File: config.mk
export PLATFORM = sky130hd
export DESIGN_NAME = rst_wdog_supervisor
export DESIGN_NICKNAME = d
export VERILOG_FILES = /design/src/rtl/sup_pkg.sv /design/src/rtl/sup_sync.sv /design/src/rtl/sup_tick.sv /design/src/rtl/sup_wdog.sv /design/src/rtl/rst_wdog_supervisor.sv
export SDC_FILE = /design/constraint.sdc
export NUM_CORES = 1
export LEC_CHECK = 0
export ABC_CLOCK_PERIOD_IN_PS = 2600
export BUFFER_PORTS_ARGS = -buffer_cell sky130_fd_sc_hd__buf_2
export CORE_UTILIZATION = 60
export DETAILED_ROUTE_END_ITERATION = 6
export GPL_TIMING_DRIVEN = 1
export HOLD_SLACK_MARGIN = 0.15
export PLACE_DENSITY = 0.77
export SLEW_MARGIN = 20
export SYNTH_ARGS = -nofsm -noshare
export SYNTH_HDL_FRONTEND = slang
export SYNTH_SLANG_ARGS = --single-unit
export TNS_END_PERCENT = 100
File: constraint.sdc
create_clock -name clk -period 2.6 [get_ports clk]
set_clock_uncertainty 0.2 [all_clocks]
set_input_delay 0.13 -clock clk [delete_from_list [all_inputs] [get_ports clk]]
set_output_delay 0.13 -clock clk [all_outputs]
set_load 0.01 [all_outputs]
File: src/rtl/sup_pkg.sv
package sup_pkg;
   // Bundle of the asynchronous inputs after synchronization
   typedef struct packed {
      logic ok;
      logic mr_n;
      logic wd;
      logic flt;
   } sup_in_t;

   localparam sup_in_t SUP_IN_INIT = '{ok: 1'b0, mr_n: 1'b1, wd: 1'b0, flt: 1'b0};

   function automatic int cnt_width(input int n);
      return (n > 1) ? $clog2(n) : 1;
   endfunction
endpackage

File: src/rtl/sup_sync.sv
module sup_sync #(
   parameter int          W       = 4,
   parameter int          STAGES  = 2,
   parameter logic [W-1:0] RST_VAL = '0
) (
   input  logic         clk,
   input  logic         rst_n,
   input  logic [W-1:0] d,
   output logic [W-1:0] q
);
   logic [W-1:0] stg [STAGES];

   for (genvar s = 0; s < STAGES; s++) begin : g_stage
      if (s == 0) begin : g_first
         always_ff @(posedge clk) begin
            if (!rst_n) stg[s] <= RST_VAL;
            else        stg[s] <= d;
         end
      end else begin : g_next
         always_ff @(posedge clk) begin
            if (!rst_n) stg[s] <= RST_VAL;
            else        stg[s] <= stg[s-1];
         end
      end
   end

   assign q = stg[STAGES-1];
endmodule

File: src/rtl/sup_tick.sv
module sup_tick #(
   parameter int DIV = 4
) (
   input  logic clk,
   input  logic rst_n,
   input  logic clr,
   output logic tick
);
   import sup_pkg::*;
   localparam int PW = cnt_width(DIV);

   if (DIV == 1) begin : g_direct
      assign tick = !clr;
   end else begin : g_count
      localparam logic [PW-1:0] LAST = PW'(DIV - 1);
      logic [PW-1:0] pcnt;
      always_ff @(posedge clk) begin
         if (!rst_n || clr)     pcnt <= '0;
         else if (pcnt == LAST) pcnt <= '0;
         else                   pcnt <= pcnt + 1'b1;
      end
      assign tick = (pcnt == LAST) && !clr;
   end
endmodule

File: src/rtl/sup_wdog.sv
module sup_wdog #(
   parameter int CLKS_PER_TICK = 4,
   parameter int WD_TICKS      = 16
) (
   input  logic clk,
   input  logic rst_n,
   input  logic hold,
   input  logic wd_s,
   input  logic flt_s,
   output logic expire
);
   import sup_pkg::*;
   localparam int            WW     = cnt_width(WD_TICKS);
   localparam logic [WW-1:0] LAST   = WW'(WD_TICKS - 1);
   localparam logic [WW-1:0] FLT_AT = WW'((WD_TICKS * 7) / 8);

   logic [WW-1:0] wcnt;
   logic          eff, eff_q, edge_det, tick;

   // Open pin: low, then one high tick at 7/8 of the period
   assign eff      = flt_s ? (wcnt == FLT_AT) : wd_s;
   assign edge_det = eff ^ eff_q;

   always_ff @(posedge clk) begin
      if (!rst_n) eff_q <= 1'b0;
      else        eff_q <= eff;
   end

   sup_tick #(.DIV(CLKS_PER_TICK)) u_tick (
      .clk  (clk),
      .rst_n(rst_n),
      .clr  (hold | edge_det),
      .tick (tick)
   );

   always_ff @(posedge clk) begin
      if (!rst_n || hold || edge_det) wcnt <= '0;
      else if (tick) begin
         if (wcnt == LAST) wcnt <= '0;
         else              wcnt <= wcnt + 1'b1;
      end
   end

   assign expire = tick && (wcnt == LAST);

   // any level change restarts the count
   p_edge_clears_r7: assert property (@(posedge clk) disable iff (!rst_n)
      edge_det |=> (wcnt == '0));
   // counter pinned at zero during reset
   p_held_in_reset_r8: assert property (@(posedge clk) disable iff (!rst_n)
      hold |=> (wcnt == '0));
   // open pin pattern restarts before expiry
   p_float_restart_r9: assert property (@(posedge clk) disable iff (!rst_n)
      (flt_s && $past(flt_s) && !hold && wcnt == FLT_AT) |=> (wcnt == '0));
endmodule

File: src/rtl/rst_wdog_supervisor.sv
module rst_wdog_supervisor #(
   parameter int CLKS_PER_TICK = 50000,
   parameter int DELAY_TICKS   = 100,
   parameter int WD_TICKS      = 800,
   parameter int SYNC_STAGES   = 2
) (
   input  logic clk,
   input  logic rst_n,
   input  logic supply_ok,
   input  logic mrst_n,
   input  logic wd_in,
   input  logic wd_float,
   output logic reset_n_o
);
   import sup_pkg::*;
   localparam int            DW    = cnt_width(DELAY_TICKS);
   localparam logic [DW-1:0] DLAST = DW'(DELAY_TICKS - 1);

   if (DELAY_TICKS < 1) begin : g_bad_delay
      $error("DELAY_TICKS must be at least 1");
   end
   if (WD_TICKS < 8) begin : g_bad_wd
      $error("WD_TICKS must be at least 8");
   end
   if (SYNC_STAGES < 2) begin : g_bad_sync
      $error("SYNC_STAGES must be at least 2");
   end
   if (CLKS_PER_TICK < 1) begin : g_bad_div
      $error("CLKS_PER_TICK must be at least 1");
   end

   sup_in_t raw, syn;
   logic    hold, dly_tick, wd_expire, rst_q;
   logic [DW-1:0] dcnt;

   assign raw = '{ok: supply_ok, mr_n: mrst_n, wd: wd_in, flt: wd_float};

   sup_sync #(.W($bits(sup_in_t)), .STAGES(SYNC_STAGES), .RST_VAL(SUP_IN_INIT)) u_sync (
      .clk  (clk),
      .rst_n(rst_n),
      .d    (raw),
      .q    (syn)
   );

   assign hold = !syn.ok || !syn.mr_n || wd_expire;

   sup_tick #(.DIV(CLKS_PER_TICK)) u_dly_tick (
      .clk  (clk),
      .rst_n(rst_n),
      .clr  (hold),
      .tick (dly_tick)
   );

   sup_wdog #(.CLKS_PER_TICK(CLKS_PER_TICK), .WD_TICKS(WD_TICKS)) u_wdog (
      .clk   (clk),
      .rst_n (rst_n),
      .hold  (rst_q),
      .wd_s  (syn.wd),
      .flt_s (syn.flt),
      .expire(wd_expire)
   );

   always_ff @(posedge clk) begin
      if (!rst_n || hold) begin
         rst_q <= 1'b1;
         dcnt  <= '0;
      end else if (rst_q && dly_tick) begin
         if (dcnt == DLAST) begin
            rst_q <= 1'b0;
            dcnt  <= '0;
         end else begin
            dcnt  <= dcnt + 1'b1;
         end
      end
   end

   assign reset_n_o = !rst_q;

   p_low_while_bad_r1: assert property (@(posedge clk) disable iff (!rst_n)
      !syn.ok |=> !reset_n_o);
   p_release_on_tick_r2: assert property (@(posedge clk) disable iff (!rst_n)
      $rose(reset_n_o) |-> $past(dly_tick));
   p_drop_immediate_r3: assert property (@(posedge clk) disable iff (!rst_n)
      $fell(syn.ok) |=> !reset_n_o);
   p_manual_low_r4: assert property (@(posedge clk) disable iff (!rst_n)
      !syn.mr_n |=> !reset_n_o);
   p_timeout_asserts_r8: assert property (@(posedge clk) disable iff (!rst_n)
      wd_expire |=> !reset_n_o);
   p_no_expire_in_reset_r8: assert property (@(posedge clk) disable iff (!rst_n)
      !reset_n_o |-> !wd_expire);
endmodule

---- After elaboration in Yosys (flattened, before gate mapping) ----
Memories as Yosys holds them, arrays and structs flattened.
Cells that the tools add are included.
word-level totals
  register bits after elaboration ......... 51
  output and inout bits ................... 1
  input port bits ......................... 6
  memories kept ........................... 1
  RAM bits ................................ 8
  logic and storage cells ................. 46
operators by class
  add/subtract/negate cells ............... 4
  bitwise logic cells ..................... 4
  equality and inequality tests ........... 5
  multiplexer cells ....................... 7
  reductions and logical operators ........ 19
memory list
  memory      depth  bits a word  rd ports  clocked after Yosys merged registers in  write ports  line            RTL
  u_sync.stg  2      4            2         0                                        2            sup_sync.sv:11  logic [W-1:0] stg [STAGES];
operators with widths
  operator                                                         count
  16-bit by 1-bit adder with 16-bit output, second input constant  2
  16-bit equality test, second input constant                      2
  10-bit equality test, second input constant                      2
  10-bit by 1-bit adder with 10-bit output, second input constant  1
  10-bit 2-to-1 mux                                                1
  4-bit 2-to-1 mux                                                 2
  7-bit by 1-bit adder with 7-bit output, second input constant    1
  7-bit equality test, second input constant                       1
  7-bit 2-to-1 mux                                                 1
  1-bit logical NOT                                                6
  1-bit logical OR                                                 6
  1-bit logical AND                                                4
  2-bit OR reduction                                               2
  1-bit 2-to-1 mux                                                 3
  1-bit bitwise OR                                                 3
  2-bit AND reduction                                              1
  1-bit XOR                                                        1

---- Longest topological paths before layout ----
Gate-level depths: netlist of the first run.
  depth after elaboration ................. 12
  mapped depth ............................ 9
  gate-level depth less buffers ........... 7

---- Cells and area by module ----
From an unflattened synthesis of the first run, not the netlist that was laid out.
unflattened totals
  cells, all modules ...................... 294
  area total of the unflattened synthesis .. 2773.9 sq um
by module, submodules not included
  module               cells an instance  area an instance (sq um)  times used  sequential area each (sq um)
  sup_tick             81                 770.7                     2           320.3
  sup_wdog             71                 610.6                     1           220.2
  rst_wdog_supervisor  45                 411.6                     1           160.2
  sup_sync             16                 210.2                     1           160.2

---- Least setup slack after synthesis of the first run ----
No wires, ideal clock.
  kind .................................... register to register
  start point ............................. reg u_wdog.u_tick.g_count.pcnt[0]
  end point ............................... reg u_wdog.wcnt[9]
  period minus slack after synthesis ...... 2287 ps
  arrival time ............................ 2020 ps
  setup slack ............................. 313 ps
  data required time ...................... 2333 ps
  path buffers ............................ 0
  stages on the path, launching flop included .. 7
  setup time .............................. 67 ps
  cell sequence ........................... dfxtp_1 ha_1 and3_2 nand3_2 or4_4 or4_4 a21oi_2
between the ends
  word-level cells in the longest chain between the ends .. 2
ends and longest elaborated chain
  what                    line            RTL
  from (decl)             sup_tick.sv:16  logic [PW-1:0] pcnt;
  from (signal assigned)  sup_tick.sv:20  else pcnt <= pcnt + 1'b1;
  16-bit equality test    sup_tick.sv:22  assign tick = (pcnt == LAST) && !clr;
  1-bit logical AND       sup_tick.sv:22
  to (signal assigned)    sup_wdog.sv:40  else wcnt <= wcnt + 1'b1;
  to (decl)               sup_wdog.sv:17  logic [WW-1:0] wcnt;
Every way passes these cells.
A chain may end at the register's enable or synchronous reset.

---- Final worst setup path of the first run ----
Same ends and word-level chain as after synthesis.

==> results of run 1 <==
placed cells by master (no fill, tap or decap), drive strengths merged, types with 2 or more instances in the layout:
master and instances:
o31ai 3, and2 8, nor2 44, o211a 2, nor4 6, nand4 15
nand4b 2, o21ai 4, nand3b 2, xnor2 21, o41ai 3, clkbuf 10
or3 4, clkinv 4, ha 5, or4 5, inv 7, or2 2
nand3 10, and4 4, and3 13, buf 11, dlygate4sd3 9, xor2 15
nor2b 4, nand2 13, dfxtp 59, a21oi 10, nand2b 6, nor3 7
registers in the layout, summed over array words and instances (netlist names):
signal,count
rst_q,1
u_dly_tick.g_count.pcnt,16
u_sync.stg,8
u_wdog.u_tick.g_count.pcnt,16
dcnt,7
u_wdog.eff_q,1
u_wdog.wcnt,10
cell type report:
cell class                      count  area [µm²]
Tap cell                           50        62.6
Sequential cell                    59        1180
Clock inverter                      5        53.8
Clock buffer                       10         138
Multi-Input combinational cell    217        1420
Fill cell                         311        1080
Inverter                            7        26.3
Timing Repair Buffer               20         158
kinds of logic (layout without fill, tap and decap cells):
kind of cell | count (synthesis) | count (layout) | synth area share [%]
xor gates and xnor gates | 36 | 36 | 11.8
adders and majority gates | 5 | 5 | 2.35
muxes | 1 | 1 | 0.376
AOI/OAI and AO/OA | 25 | 25 | 6.91
and+or+nand+nor | 150 | 150 | 31.9
DFF | 59 | 59 | 44.4
buffers and inverters | 14 | 42 | 2.26
metrics by stage:
step	worst slack, ns	hold slack, ns	utilization, %	power [mW]	std cells
global placement	0.249	0.111	67.0	0.952	344
finish	0.186	0.229	73.9	1.74	368
floorplan	0.313	0.0315	-	0.944	290
detailed placement	0.195	0.113	67.0	0.953	344
CTS	0.178	0.233	73.9	1.76	368
global route	0.0504	0.252	73.9	1.80	368
cells in the mapped netlist (2+ instances only):
cell type and count:
and3_2 2, o211a_1 2, nand2b_1 6, xor2_1 15
clkbuf_1 3, nor4_1 6, or4_1 3, a21oi_1 9
nor2_1 44, and4_1 3, and2_1 8, and3_1 11
ha_1 5, nor3_1 7, or4_4 2, o21ai_0 4
inv_1 7, nand4b_1 2, nand2_1 13, xnor2_1 21
buf_2 3, dfxtp_1 59, nor2b_1 4, nand3_1 9
o41ai_1 2, o31ai_1 3, nand4_1 15, or3_1 4
layer usage:
metal	share of wire, %	up-vias	routed length, µm
met5	0	-	0
li1	-	1076	-
met1	49	932	2350
met2	46	30	2180
met4	0.82	0	39
met3	3.9	4	184
power breakdown:
| part | switching, mW | internal (mW) | total, mW |
|---|---|---|---|
| sequential | 0.00281 | 0.910 | 0.913 |
| combinational | 0.0116 | 0.0178 | 0.0294 |
| clock | 0.342 | 0.459 | 0.801 |
critical path: cells and delay by family (launching register included):
family	cells	cell delay (ns)
compound gates	1	0.13
fa+ha+maj	1	0.18
flops	1	0.35
simple gates	4	1.47
timing repair:
| action | in CTS | in global routing |
|---|---|---|
| endpoints found under the setup margin | 0 | 0 |
| hold endpoints to repair | 9 | 0 |
| hold buffers | 9 | 0 |
final timing paths:
path	startpoint	endpoint	slack (ns)	cells past startpoint
max reg2reg	u_wdog.u_tick.g_count.pcnt[0]	u_wdog.wcnt[9]	0.19	6
min	u_sync.stg[0][2]	u_sync.stg[1][2]	0.23	1
max	u_wdog.u_tick.g_count.pcnt[0]	u_wdog.wcnt[9]	0.19	6
min reg2reg	u_sync.stg[0][2]	u_sync.stg[1][2]	0.23	1
==> summary.md, run 1 <==
| Metric | Value |
|---|---|
| Pin count of the biggest net entering global routing | `16` |
| Worst Path Arrival | `2.47 ns` |
| Routed WL | `4.75 mm` |
| IO Port Bufs | `6` |
| Mean Syn Cell Area | `9.18 µm²` |
| CP Data Required Time | `2.66 ns` |
| Setup repair bufs after CTS | `0` |
| Overall routing resource usage | `22.9%` |
| Run status | `finished, final reports clean` |
| H-tree lvl count | `3` |
| GR Util met3 | `8.06%` |
| CP peak stage delay | `0.57 ns` |
| Max-cap violations | `0` |
| Post-synth ARST share | `0%` |
| Initial DRC count | `78` |
| Max FO, Critical Path | `8` |
| Routing usage on met2 | `36.6%` |
| CTS sink count | `59` |
| Mapped Nets | `301` |
| Min Tclk post-route | `2.41 ns` |
| Synth top area share | `44.4%` |
| Slowest-stage cell, CP | `or4_4` |
| Critical path type | `reg -> reg` |
| Endpoints failing setup | `0` |
| Synth Flop Type | `dfxtp_1` |
| Synth area leaders | `dfxtp_1, xnor2_1, nor2_1` |
| Worst slew pin tran | `0.564 ns` |
| Final nets | `325` |
| Crit path cell chain | `ha_1 > and3_2 > nand3_2 > or4_4 > or4_4 > a21oi_2` |
| Clock transition at path regs | `0.06 ns` |
| Post-Syn Area | `0.00266 mm²` |
| Top-Level Pins | `7` |
| CP Launch Type | `register` |
| Cell Area, Placed | `0.00276 mm²` |
| RSZ-0062 raised after global routing | `false` |
| Layout cells sized above 1 | `12.6%` |
| Post-synth top area cell | `dfxtp_1` |
| GR peak layer | `met2` |
| Pleak | `1.04 nW` |
| Initial core utilization | `64.7%` |
| Final Cycle Share | `92.9%` |
| Via/cell ratio | `5.55` |
| VDD IR-drop max | `0.487 mV` |
| Synth warnings | `0` |
| Antenna-violating nets left | `0` |
| Die W | `68.6 µm` |
| Cells after synthesis | `290` |
| Vias | `2042` |
| GRT Residual Overflow | `0` |
| Die area | `0.00471 mm²` |
| First-pass GRT wire length | `7.80 mm` |
| Layout area overhead | `14.2%` |
| Yosys reg bits | `59` |
| PwrDens | `574 mW/mm²` |
| CTS tree | `done` |
| Vias in the first global route | `1849` |
| Peak Freq | `0.414 GHz` |
| Hold Crit Class | `reg -> reg` |
| PostCTS Resize Cnt | `0` |
| Yosys cell types | `46` |
| M1 GR Usage | `27.4%` |
| Post-DP HPWL | `3.25 mm` |
| Post-DR wirelength/cell | `12.9 µm` |
| Final Cell Area | `0.00304 mm²` |
| Drt pass-1 iters | `4` |
| Most used cell, CP | `or4_4` |
| Placeable core area | `0.00412 mm²` |
| Clk root buf | `clkbuf_8` |
| Deepest clock path buffer count | `2` |
| Critical Path Sink Type | `register` |
| Routability congestion estimate | `0.793` |
| Slew HR | `61.9%` |
| Final count of pins violating max slew | `0` |
| Initial antenna violation count | `0` |
| Final Hold Vio Count | `0` |
| Register area share after synthesis | `44.4%` |
| CTS Buf Count | `9` |
| Post-synth EDFFs | `0` |
| Post-Route Setup TNS | `0 ns` |
| Die Height | `68.6 µm` |
| Ant. Diodes | `0` |
| Core Rows | `23` |
| Clock Latency Late Sink | `0.33 ns` |
| DRC Markers | `0` |
Note: power is estimated with default switching activity, not from simulation.
==> run 2, diff against run 1 <==
- CORE_UTILIZATION: 60 -> 55
- PLACE_DENSITY: 0.77 -> 0.72
==> run 2 against run 1 <==
Compared with the run above: critical endpoint unchanged; largest power group is now the clock network; utilization decreased by 5.4 points; worst setup slack got worse by 0.010 ns; clock power increased by 17%; sequential share of layout area decreased by 0.58 points; global-route usage decreased by 1.3 points; design area increased by 1.5%; die area increased by 8.8%; non-clock buffer count unchanged; register-to-register slack about the same; wire length increased by 0.48%; count of clock-buffer cells in the layout increased by 2; largest cell class unchanged; via count decreased by 1.1%.
==> summary.md, run 2 (synthesized netlist as in run 1, its figures left out) <==
| Metric | Value |
|---|---|
| Post-Route Setup TNS | `0 ns (unchanged)` |
| Post-DR wirelength/cell | `12.9 µm (-0.33%)` |
| Layout cells sized above 1 | `12.9% (+0.27 points)` |
| Final nets | `325 (unchanged)` |
| Initial antenna violation count | `0 (unchanged)` |
| Crit path cell chain | `ha_1 > and3_2 > nand3_2 > or4_4 > or4_4 > a21oi_2` |
| Clock transition at path regs | `0.06 ns (about the same)` |
| Final Hold Vio Count | `0 (unchanged)` |
| Min Tclk post-route | `2.42 ns (+0.0105 ns)` |
| IO Port Bufs | `6 (unchanged)` |
| Deepest clock path buffer count | `2 (unchanged)` |
| GRT Residual Overflow | `0 (unchanged)` |
| First-pass GRT wire length | `8.47 mm (+8.6%)` |
| Pin count of the biggest net entering global routing | `16 (unchanged)` |
| Final Cycle Share | `93.3% (+0.40 points)` |
| Overall routing resource usage | `21.6% (-1.3 points)` |
| CP Launch Type | `register` |
| Post-DP HPWL | `3.27 mm (+0.66%)` |
| Core Rows | `24 (+4.3%)` |
| Antenna-violating nets left | `0 (unchanged)` |
| Setup repair bufs after CTS | `0 (unchanged)` |
| CP top delay family | `simple AND/OR/NAND/NOR gates` |
| Layout area overhead | `15.9%` |
| Initial DRC count | `62 (-21%)` |
| Pleak | `1.06 nW (+1.6%)` |
| Routability congestion estimate | `0.791 (-0.16%)` |
| Critical path type | `reg -> reg` |
| Via/cell ratio | `5.44 (-1.9%)` |
| Critical Path Sink Type | `register` |
| DRC Markers | `0 (unchanged)` |
| Vias | `2020 (-1.1%)` |
| Final count of pins violating max slew | `0 (unchanged)` |
| Hold_ws | `0.237 ns (+0.00794 ns)` |
| Vias in the first global route | `1900 (+2.8%)` |
| CTS tree | `done` |
| Top-Level Pins | `7 (unchanged)` |
| Peak Freq | `0.412 GHz (-0.43%)` |
| Slowest-stage cell, CP | `or4_4` |
| CP peak stage delay | `0.58 ns (about the same)` |
| Worst Path Arrival | `2.49 ns (+0.02 ns)` |
| Placeable core area | `0.00450 mm² (+9.5%)` |
| Run status | `finished, final reports clean` |
| Worst slew pin tran | `0.515 ns (-0.0491 ns)` |
| Max FO, Critical Path | `8 (unchanged)` |
| PwrDens | `610 mW/mm² (+6.3%)` |
| Commonest non-fill, non-tap cell in the layout | `dfxtp_1` |
| Die Height | `71.6 µm (+4.3%)` |
| CP bufs+invs | `0 (unchanged)` |
| Die W | `71.6 µm (+4.3%)` |
| RSZ-0062 raised after global routing | `false` |
| Clock Latency Late Sink | `0.34 ns (about the same)` |
| Ant. Diodes | `0 (unchanged)` |
| Top Registers | `u_dly_tick.g_count.pcnt: 16 flops, u_wdog.u_tick.g_count.pcnt: 16 flops, u_wdog.wcnt: 10 flops` |
| Most used cell, CP | `or4_4` |
| VDD IR-drop max | `0.442 mV (-9.2%)` |
| Routed WL | `4.78 mm (+0.48%)` |
| CP Data Required Time | `2.67 ns (about the same)` |
| Commonest non-fill, non-tap cells in the layout | `dfxtp_1, nor2_1, xnor2_1` |
| CTS Buf Count | `9 (unchanged)` |
| Hold Crit Class | `reg -> reg` |
| H-tree lvl count | `3 (unchanged)` |
| Slew HR | `65.4% (+3.5 points)` |
| Clk root buf | `clkbuf_8` |
| Endpoints failing setup | `0 (unchanged)` |
| Die area | `0.00512 mm² (+8.8%)` |
| Initial core utilization | `59.1% (-5.6 points)` |
| Max-cap violations | `0 (unchanged)` |
| Drt pass-1 iters | `4 (unchanged)` |
| CTS sink count | `59 (unchanged)` |
[run 2: layout make-up]
type / count / area [µm²]
multi-input cells: 217 / 1430
fillers: 374 / 1420
flip-flops and latches: 59 / 1180
repair buffers: 20 / 158
clock buffers: 12 / 155
clock inverters: 4 / 72.6
well taps: 52 / 65.1
inverters: 7 / 26.3
[run 2: worst paths after layout]
check,from,end,slack (ns),depth (start not counted)
max reg2reg,u_wdog.u_tick.g_count.pcnt[0],u_wdog.wcnt[9],0.18,6
max,u_wdog.u_tick.g_count.pcnt[0],u_wdog.wcnt[9],0.18,6
min reg2reg,u_sync.stg[0][2],u_sync.stg[1][2],0.24,1
min,u_sync.stg[0][2],u_sync.stg[1][2],0.24,1
[run 2: worst register-to-register path, delay by kind of cell, from the launching register on]
kind	cells	cell delay, ns
adders and majority gates	1	0.19
AOI/OAI and AO/OA	1	0.13
and+or+nand+nor	4	1.48
DFF	1	0.35
[run 2: timing repair]
item                                   in CTS  in global routing
resized for setup                           0                  1
hold buffers                                9                  0
setup endpoints to repair                   0                  1
endpoints found under the hold margin       9                  0
[run 2: report_power, final]
group          total (mW)  switching, mW  internal [mW]
logic              0.0304         0.0124         0.0179
registers           0.913        0.00278          0.910
clock network       0.939          0.349          0.590
total                1.88          0.364           1.52
[run 2: per-stage QoR]
step | power (mW) | util (%) | instance area [µm²] | cells | setup slack [ns]
finish | 1.88 | 68.5 | 3090 | 371 | 0.175
floorplan | 0.944 | - | 2660 | 290 | 0.313
detailed placement | 0.952 | 61.3 | 2760 | 346 | 0.188
CTS | 1.90 | 68.3 | 3080 | 371 | 0.168
global route | 1.94 | 68.5 | 3090 | 371 | 0.0248
global placement | 0.952 | 61.3 | 2760 | 346 | 0.246
[run 2: per-layer routing]
metal / wire [µm] / GRT usage (%)
met1: 2400 / 28.2
met3: 184 / 6.33
met4: 85 / 10.0
met5: 0 / 0
met2: 2110 / 33.1
